<file path="config.mk">
export PLATFORM = sky130hd
export DESIGN_NAME = log8_codec
export DESIGN_NICKNAME = d
export VERILOG_FILES = /design/src/rtl/log8_pkg.sv /design/src/rtl/log8_decoder.sv /design/src/rtl/log8_lead_est.sv /design/src/rtl/log8_encoder.sv /design/src/rtl/log8_codec.sv
export SDC_FILE = /design/constraint.sdc
export NUM_CORES = 1
export LEC_CHECK = 0
export BUFFER_PORTS_ARGS = -buffer_cell sky130_fd_sc_hd__buf_4
export CORE_MARGIN = 2
export CORE_UTILIZATION = 50
export DETAILED_ROUTE_END_ITERATION = 8
export HOLD_SLACK_MARGIN = 0.15
export PLACE_DENSITY = 0.75
export SYNTH_ARGS = -nofsm -noshare
export SYNTH_HDL_FRONTEND = slang
export SYNTH_SLANG_ARGS = --single-unit
</file>
<file path="constraint.sdc">
create_clock -name clk_i -period 7.5 [get_ports clk_i]
set_clock_uncertainty 0.2 [all_clocks]
set_input_delay 0.375 -clock clk_i [delete_from_list [all_inputs] [get_ports clk_i]]
set_output_delay 0.375 -clock clk_i [all_outputs]
set_load 0.01 [all_outputs]
</file>
<file path="src/rtl/log8_pkg.sv">
package log8_pkg;
  localparam int unsigned EXP_W  = 4;
  localparam int unsigned MANT_W = 4;
  localparam int unsigned VAL_W  = 20;

  typedef enum logic {
    ST_IDLE,
    ST_SEARCH
  } enc_state_e;
endpackage

</file>
<file path="src/rtl/log8_decoder.sv">
module log8_decoder #(
  parameter int unsigned EXP_W  = log8_pkg::EXP_W,
  parameter int unsigned MANT_W = log8_pkg::MANT_W,
  parameter int unsigned VAL_W  = log8_pkg::VAL_W,
  localparam int unsigned SYM_W = EXP_W + MANT_W
) (
  input  logic [SYM_W-1:0] sym_i,
  output logic [VAL_W-1:0] val_o
);
  logic [EXP_W-1:0]  exp_w;
  logic [MANT_W-1:0] mant_w;
  logic [VAL_W-1:0]  ofs_w;
  logic [VAL_W-1:0]  one_w;

  assign exp_w  = sym_i[SYM_W-1:MANT_W];
  assign mant_w = sym_i[MANT_W-1:0];
  assign one_w  = VAL_W'(1);
  // offset = (2^e - 1) << MANT_W
  assign ofs_w  = ((one_w << exp_w) - one_w) << MANT_W;
  assign val_o  = (VAL_W'(mant_w) << exp_w) + ofs_w;
endmodule

</file>
<file path="src/rtl/log8_lead_est.sv">
module log8_lead_est #(
  parameter int unsigned EXP_W  = log8_pkg::EXP_W,
  parameter int unsigned MANT_W = log8_pkg::MANT_W,
  parameter int unsigned VAL_W  = log8_pkg::VAL_W
) (
  input  logic [VAL_W-1:0] val_i,
  output logic [EXP_W-1:0] exp_o,
  output logic [VAL_W:0]   ofs_o
);
  localparam int E_MAX = (1 << EXP_W) - 1;

  int          msb;
  int          guess;
  logic [VAL_W:0] one_w;

  assign one_w = (VAL_W+1)'(1);

  always_comb begin
    msb = 0;
    for (int i = 0; i < int'(VAL_W); i++) begin
      if (val_i[i]) msb = i;
    end
    guess = 0;
    if (msb >= int'(MANT_W) + 1) begin
      guess = msb - int'(MANT_W);
      if (guess > E_MAX) guess = E_MAX;
    end
    exp_o = EXP_W'(guess);
    ofs_o = ((one_w << exp_o) - one_w) << MANT_W;
  end
endmodule

</file>
<file path="src/rtl/log8_encoder.sv">
module log8_encoder
  import log8_pkg::*;
#(
  parameter int unsigned EXP_W  = log8_pkg::EXP_W,
  parameter int unsigned MANT_W = log8_pkg::MANT_W,
  parameter int unsigned VAL_W  = log8_pkg::VAL_W,
  localparam int unsigned SYM_W = EXP_W + MANT_W
) (
  input  logic             clk_i,
  input  logic             rst_ni,
  input  logic             valid_i,
  input  logic [VAL_W-1:0] val_i,
  output logic             busy_o,
  output logic             done_o,
  output logic [SYM_W-1:0] sym_o
);
  localparam int unsigned E_MAX   = (1 << EXP_W) - 1;
  localparam int unsigned M_MAX   = (1 << MANT_W) - 1;
  localparam logic [VAL_W-1:0] MAX_VAL =
      VAL_W'((M_MAX << E_MAX) + (((1 << E_MAX) - 1) << MANT_W));
  localparam logic [VAL_W:0] STEP = (VAL_W+1)'(1 << MANT_W);

  enc_state_e        state_q;
  logic [VAL_W-1:0]  val_q;
  logic [EXP_W-1:0]  exp_q;
  logic [VAL_W:0]    ofs_q;
  logic [SYM_W-1:0]  sym_q;
  logic              done_q;
  logic [4:0]        lat_q;

  logic [VAL_W-1:0]  clamp_w;
  logic [EXP_W-1:0]  est_exp;
  logic [VAL_W:0]    est_ofs;
  logic [VAL_W:0]    nxt_ofs;
  logic              go_down, go_up, finish;
  logic [VAL_W-1:0]  diff_w;
  logic [VAL_W-1:0]  mant_full;

  assign clamp_w = (val_i > MAX_VAL) ? MAX_VAL : val_i;

  log8_lead_est #(
    .EXP_W (EXP_W),
    .MANT_W(MANT_W),
    .VAL_W (VAL_W)
  ) est_i (
    .val_i(clamp_w),
    .exp_o(est_exp),
    .ofs_o(est_ofs)
  );

  assign nxt_ofs   = (ofs_q << 1) + STEP;
  assign go_down   = (exp_q != '0) && ({1'b0, val_q} < ofs_q);
  assign go_up     = (exp_q != EXP_W'(E_MAX)) && ({1'b0, val_q} >= nxt_ofs);
  assign finish    = (state_q == ST_SEARCH) && !go_down && !go_up;
  assign diff_w    = val_q - ofs_q[VAL_W-1:0];
  assign mant_full = diff_w >> exp_q;

  always_ff @(posedge clk_i or negedge rst_ni) begin
    if (!rst_ni) begin
      state_q <= ST_IDLE;
      val_q   <= '0;
      exp_q   <= '0;
      ofs_q   <= '0;
      sym_q   <= '0;
      done_q  <= 1'b0;
      lat_q   <= '0;
    end else begin
      done_q <= 1'b0;
      case (state_q)
        ST_IDLE: begin
          if (valid_i) begin
            val_q   <= clamp_w;
            exp_q   <= est_exp;
            ofs_q   <= est_ofs;
            lat_q   <= '0;
            state_q <= ST_SEARCH;
          end
        end
        default: begin
          lat_q <= lat_q + 5'd1;
          if (go_down) begin
            exp_q <= exp_q - EXP_W'(1);
            ofs_q <= (ofs_q - STEP) >> 1;
          end else if (go_up) begin
            exp_q <= exp_q + EXP_W'(1);
            ofs_q <= nxt_ofs;
          end else begin
            sym_q   <= {exp_q, mant_full[MANT_W-1:0]};
            done_q  <= 1'b1;
            state_q <= ST_IDLE;
          end
        end
      endcase
    end
  end

  assign busy_o = (state_q == ST_SEARCH);
  assign done_o = done_q;
  assign sym_o  = sym_q;

  // single-cycle done
  a_r5_done_pulse: assert property (@(posedge clk_i) disable iff (!rst_ni)
    done_q |=> !done_q);

  // captured value untouched while searching
  a_r6_busy_hold: assert property (@(posedge clk_i) disable iff (!rst_ni)
    (state_q == ST_SEARCH) |=> $stable(val_q));

  // offset never exceeds value at the end of the search
  a_r3_floor: assert property (@(posedge clk_i) disable iff (!rst_ni)
    finish |-> ({1'b0, val_q} >= ofs_q));

  // mantissa fits its field without wrapping
  a_r4_mant_fit: assert property (@(posedge clk_i) disable iff (!rst_ni)
    finish |-> (mant_full <= VAL_W'(M_MAX)));

  // bounded search time
  a_r7_latency: assert property (@(posedge clk_i) disable iff (!rst_ni)
    (state_q == ST_SEARCH) |-> (lat_q < 5'd16));
endmodule

</file>
<file path="src/rtl/log8_codec.sv">
module log8_codec (
  input  logic        clk_i,
  input  logic        rst_ni,
  input  logic [7:0]  dec_sym_i,
  output logic [19:0] dec_val_o,
  input  logic        enc_valid_i,
  input  logic [19:0] enc_val_i,
  output logic        enc_busy_o,
  output logic        enc_done_o,
  output logic [7:0]  enc_sym_o
);
  log8_decoder #(
    .EXP_W (4),
    .MANT_W(4),
    .VAL_W (20)
  ) dec_i (
    .sym_i(dec_sym_i),
    .val_o(dec_val_o)
  );

  log8_encoder #(
    .EXP_W (4),
    .MANT_W(4),
    .VAL_W (20)
  ) enc_i (
    .clk_i  (clk_i),
    .rst_ni (rst_ni),
    .valid_i(enc_valid_i),
    .val_i  (enc_val_i),
    .busy_o (enc_busy_o),
    .done_o (enc_done_o),
    .sym_o  (enc_sym_o)
  );
endmodule

</file>
==> impl_metrics.toml <==
[drt]
viasPerCell = 6.32
wl_met3_um = 1670
drt_iter0_drc = 647
routedWlPerCell_um = 18.4
wirelength_um = 20100
highest_layer = "met4"
drc = 0
ant_nets = 0
dr_total_vias = 6887
dr.pass1.iters = 6
wl_met1_um = 8990
wl_met2_um = 8930

[sta]
fin_setup_tns_ns = 0
rsz0062_at_grt = "false"
setup_viol = 0
timing.fmax_ghz = 0.218
finalHoldViolCount = 0
period_share = 0.612
worstMarginPinSlew_ns = 0.847
worst_slew_margin_rel = 0.431
timing.final.max_slew_violations = 0
final.min_clock_period_ns = 4.59
fin_ws_ns = 2.91

[cells_and_area]
final_cell_mix = "nor2_1 (87), buf_4 (67), nand2_1 (65), ha_1 (65), a21oi_1 (62)"
nNetsFinal = 1012
regArea_um2 = 1380
final_common_cell = "nor2_1"
multi_input_area_um2 = 4950
drive_above_1_share = 0.109
fin_area_um2 = 7540
diodes = 0
areaGrowthSynthToFinish_pct = 12.9
fillCellCount = 1258
fin_util = 0.574

[clocking]
post_cts_buffers = 0
htree_levels = 2
clk_latency_ns = 0.31
numClockSinks = 55
cts-buffers-inserted = 5
clockBufferDepth = 2
cts_tree = "yes"
clk_pin_slew_ns = 0.07
cts_root_buf = "clkbuf_16"

[floorplanning]
die-area_um2 = 14300
die_y_um = 120
num_rows = 42
initial_core_util = 0.509
core_um2 = 13100
ioPinCount = 61
die-width_um = 120

[power]
pwr-share-clk = 0.071
p_leak_uw = 0.00329
p_sw_frac = 0.531
seqPwrFrac = 0.181
powerDensity_nw_per_um2 = 487
internal_power_uw = 1720
combPwrFrac = 0.747
ir_drop_uv = 187
p_switching_uw = 1950

[logic_synthesis]
synth-edff-count = 0
syn_area_um2 = 6690
synth_nets = 967
synthArstFlopShare = 1.00
yosysWarnings = 0
syn_inst = 868
avgSynthCellArea_um2 = 7.70
synth_seq_cells = 55
synth.distinct_cells = 76
synthFlopType = "dfrtp_1"
yosysSeqAreaShare = 0.206

[global_route]
antenna_found_initial = 0
grt_pass1_wl_um = 32100
grt.overflow.total = 0
grt_pass1_vias = 6220
gr-usage-all-layers = 0.278
grt_max_degree = 56

[status]
status = "complete, no violations"

[placement]
dp_hpwl_um = 15500
gp_congestion = 1.02
numPortBuffers = 60
postPlaceCellArea_um2 = 7240
pre_cts_slack_ns = 3.11

[setup_path]
critPathArrivalTime_ns = 4.57
endpoint_kind = "flop"
path_class = "reg -> reg"
cp-start-kind = "flop"
path_max_fanout = 20
cp.required_ns = 7.48

[hold_path]
hp-class = "in -> reg"

[flow_run]
drv_cap = 0
## final timing paths
path	from	endpoint	slack (ns)	cells after the start
worst min-delay path	enc_val_i[12]	enc_i.val_q[12]$_DFFE_PN0P_	0.17	3
worst min register to register	enc_i.sym_o[0]$_DFFE_PN0P_	enc_i.sym_o[0]$_DFFE_PN0P_	0.28	2
worst max-delay path	enc_i.ofs_q[6]$_DFFE_PN0P_	enc_i.ofs_q[18]$_DFFE_PN0P_	2.91	16
max in group asynchronous	rst_ni	enc_i.ofs_q[2]$_DFFE_PN0P_	6.11	2
worst max register to register	enc_i.ofs_q[6]$_DFFE_PN0P_	enc_i.ofs_q[18]$_DFFE_PN0P_	2.91	16
min in group asynchronous	rst_ni	enc_i.sym_o[2]$_DFFE_PN0P_	0.46	2
## cells by family (layout without fill, tap and decap cells)
group | count (synthesis) | in the layout | synth area share
buffers and inverters | 96 | 142 | 0.0548
flip-flops | 55 | 55 | 0.206
XOR/XNOR | 64 | 64 | 0.0838
multiplexers | 22 | 22 | 0.0356
AND/OR/NAND/NOR | 316 | 316 | 0.236
AO/OA/AOI/OAI | 247 | 247 | 0.254
adder cells (fa/ha/maj) | 68 | 68 | 0.131
## synth_stat cells, drive strengths merged (8+ instances only)
master  count  area (um2)
a211oi     10        75.1
a21o       12        90.1
a21oi      63         319
a221oi      8        70.1
a31oi      13        81.3
clkbuf     36         135
dfrtp      55        1380
ha         65         813
inv        52         195
mux2i      17         170
nand2      65         244
nand2b     12        75.1
nand3      29         145
nand4      18         113
nor2       87         327
nor2b      12        75.1
nor3       32         160
nor4       12        81.3
o211ai      8        60.1
o21a       11        83.8
o21ai      40         200
o22a        9        78.8
o22ai       8        50.1
o31ai      12        90.1
or3         8        50.1
xnor2      50         438
xor2       14         123
## final cells by class
| class | instances | share of cell area |
|---|---|---|
| well taps | 176 | 0.0292 |
| repair buffers | 81 | 0.0852 |
| clock buffers | 7 | 0.0202 |
| inverters | 53 | 0.0264 |
| multi-input cells | 717 | 0.656 |
| flip-flops and latches | 55 | 0.182 |
| clock inverters | 1 | 0.000995 |
## power groups by stage
| stage | Clock (uW) | Sequential, uW | Combinational [uW] |
|---|---|---|---|
| 2_1_floorplan | 0 | 555 | 2070 |
| 3_3_place_gp | 0 | 662 | 2660 |
| 3_5_place_dp | 0 | 661 | 2670 |
| 4_1_cts | 266 | 654 | 2690 |
| 5_1_grt | 274 | 680 | 3010 |
| 6_report | 262 | 666 | 2740 |
## sequential cells by signal (all words and copies together), names as in the netlist
register	flops
enc_i.ofs_q	21
enc_i.exp_q	4
enc_i.done_o	1
enc_i.busy_o	1
enc_i.val_q	20
enc_i.sym_o	8
## through the flow
stage / hold WS [ns] / std cells / total power [uW]
after global routing: 0.183 / 1090 / 3960
final: 0.168 / 1090 / 3670
after floorplan: -0.121 / 868 / 2630
after global placement: 0.262 / 1068 / 3320
after detailed placement: 0.267 / 1068 / 3330
after CTS: 0.163 / 1090 / 3610
## critical path, stage by stage, from the launching register on
cell and delay [ns]:
dfrtp_1 0.53, and3_1 0.32, nand4_1 0.23, nor3_1 0.49
nand4_1 0.18, xnor2_1 0.19, ha_1 0.21, a211oi_1 0.29
nand2_1 0.11, a2111o_1 0.29, o2111ai_1 0.20, nand3_1 0.11
buf_4 0.23, o21ai_2 0.24, inv_1 0.24, o21ai_0 0.33
a31oi_1 0.07
## repair_timing
action,in CTS,in global routing
resized for setup,0,0
endpoints found under the hold margin,68,0
setup endpoints to repair,0,0
hold buffers,14,0
## layer usage
metal  vias to the layer above  GRT usage
li1                       3305          -
met1                      3231      0.399
met2                       311      0.429
met3                        40     0.0480
met4                         0     0.0794
met5                         -          0
Power figures use the tool's default switching activity.
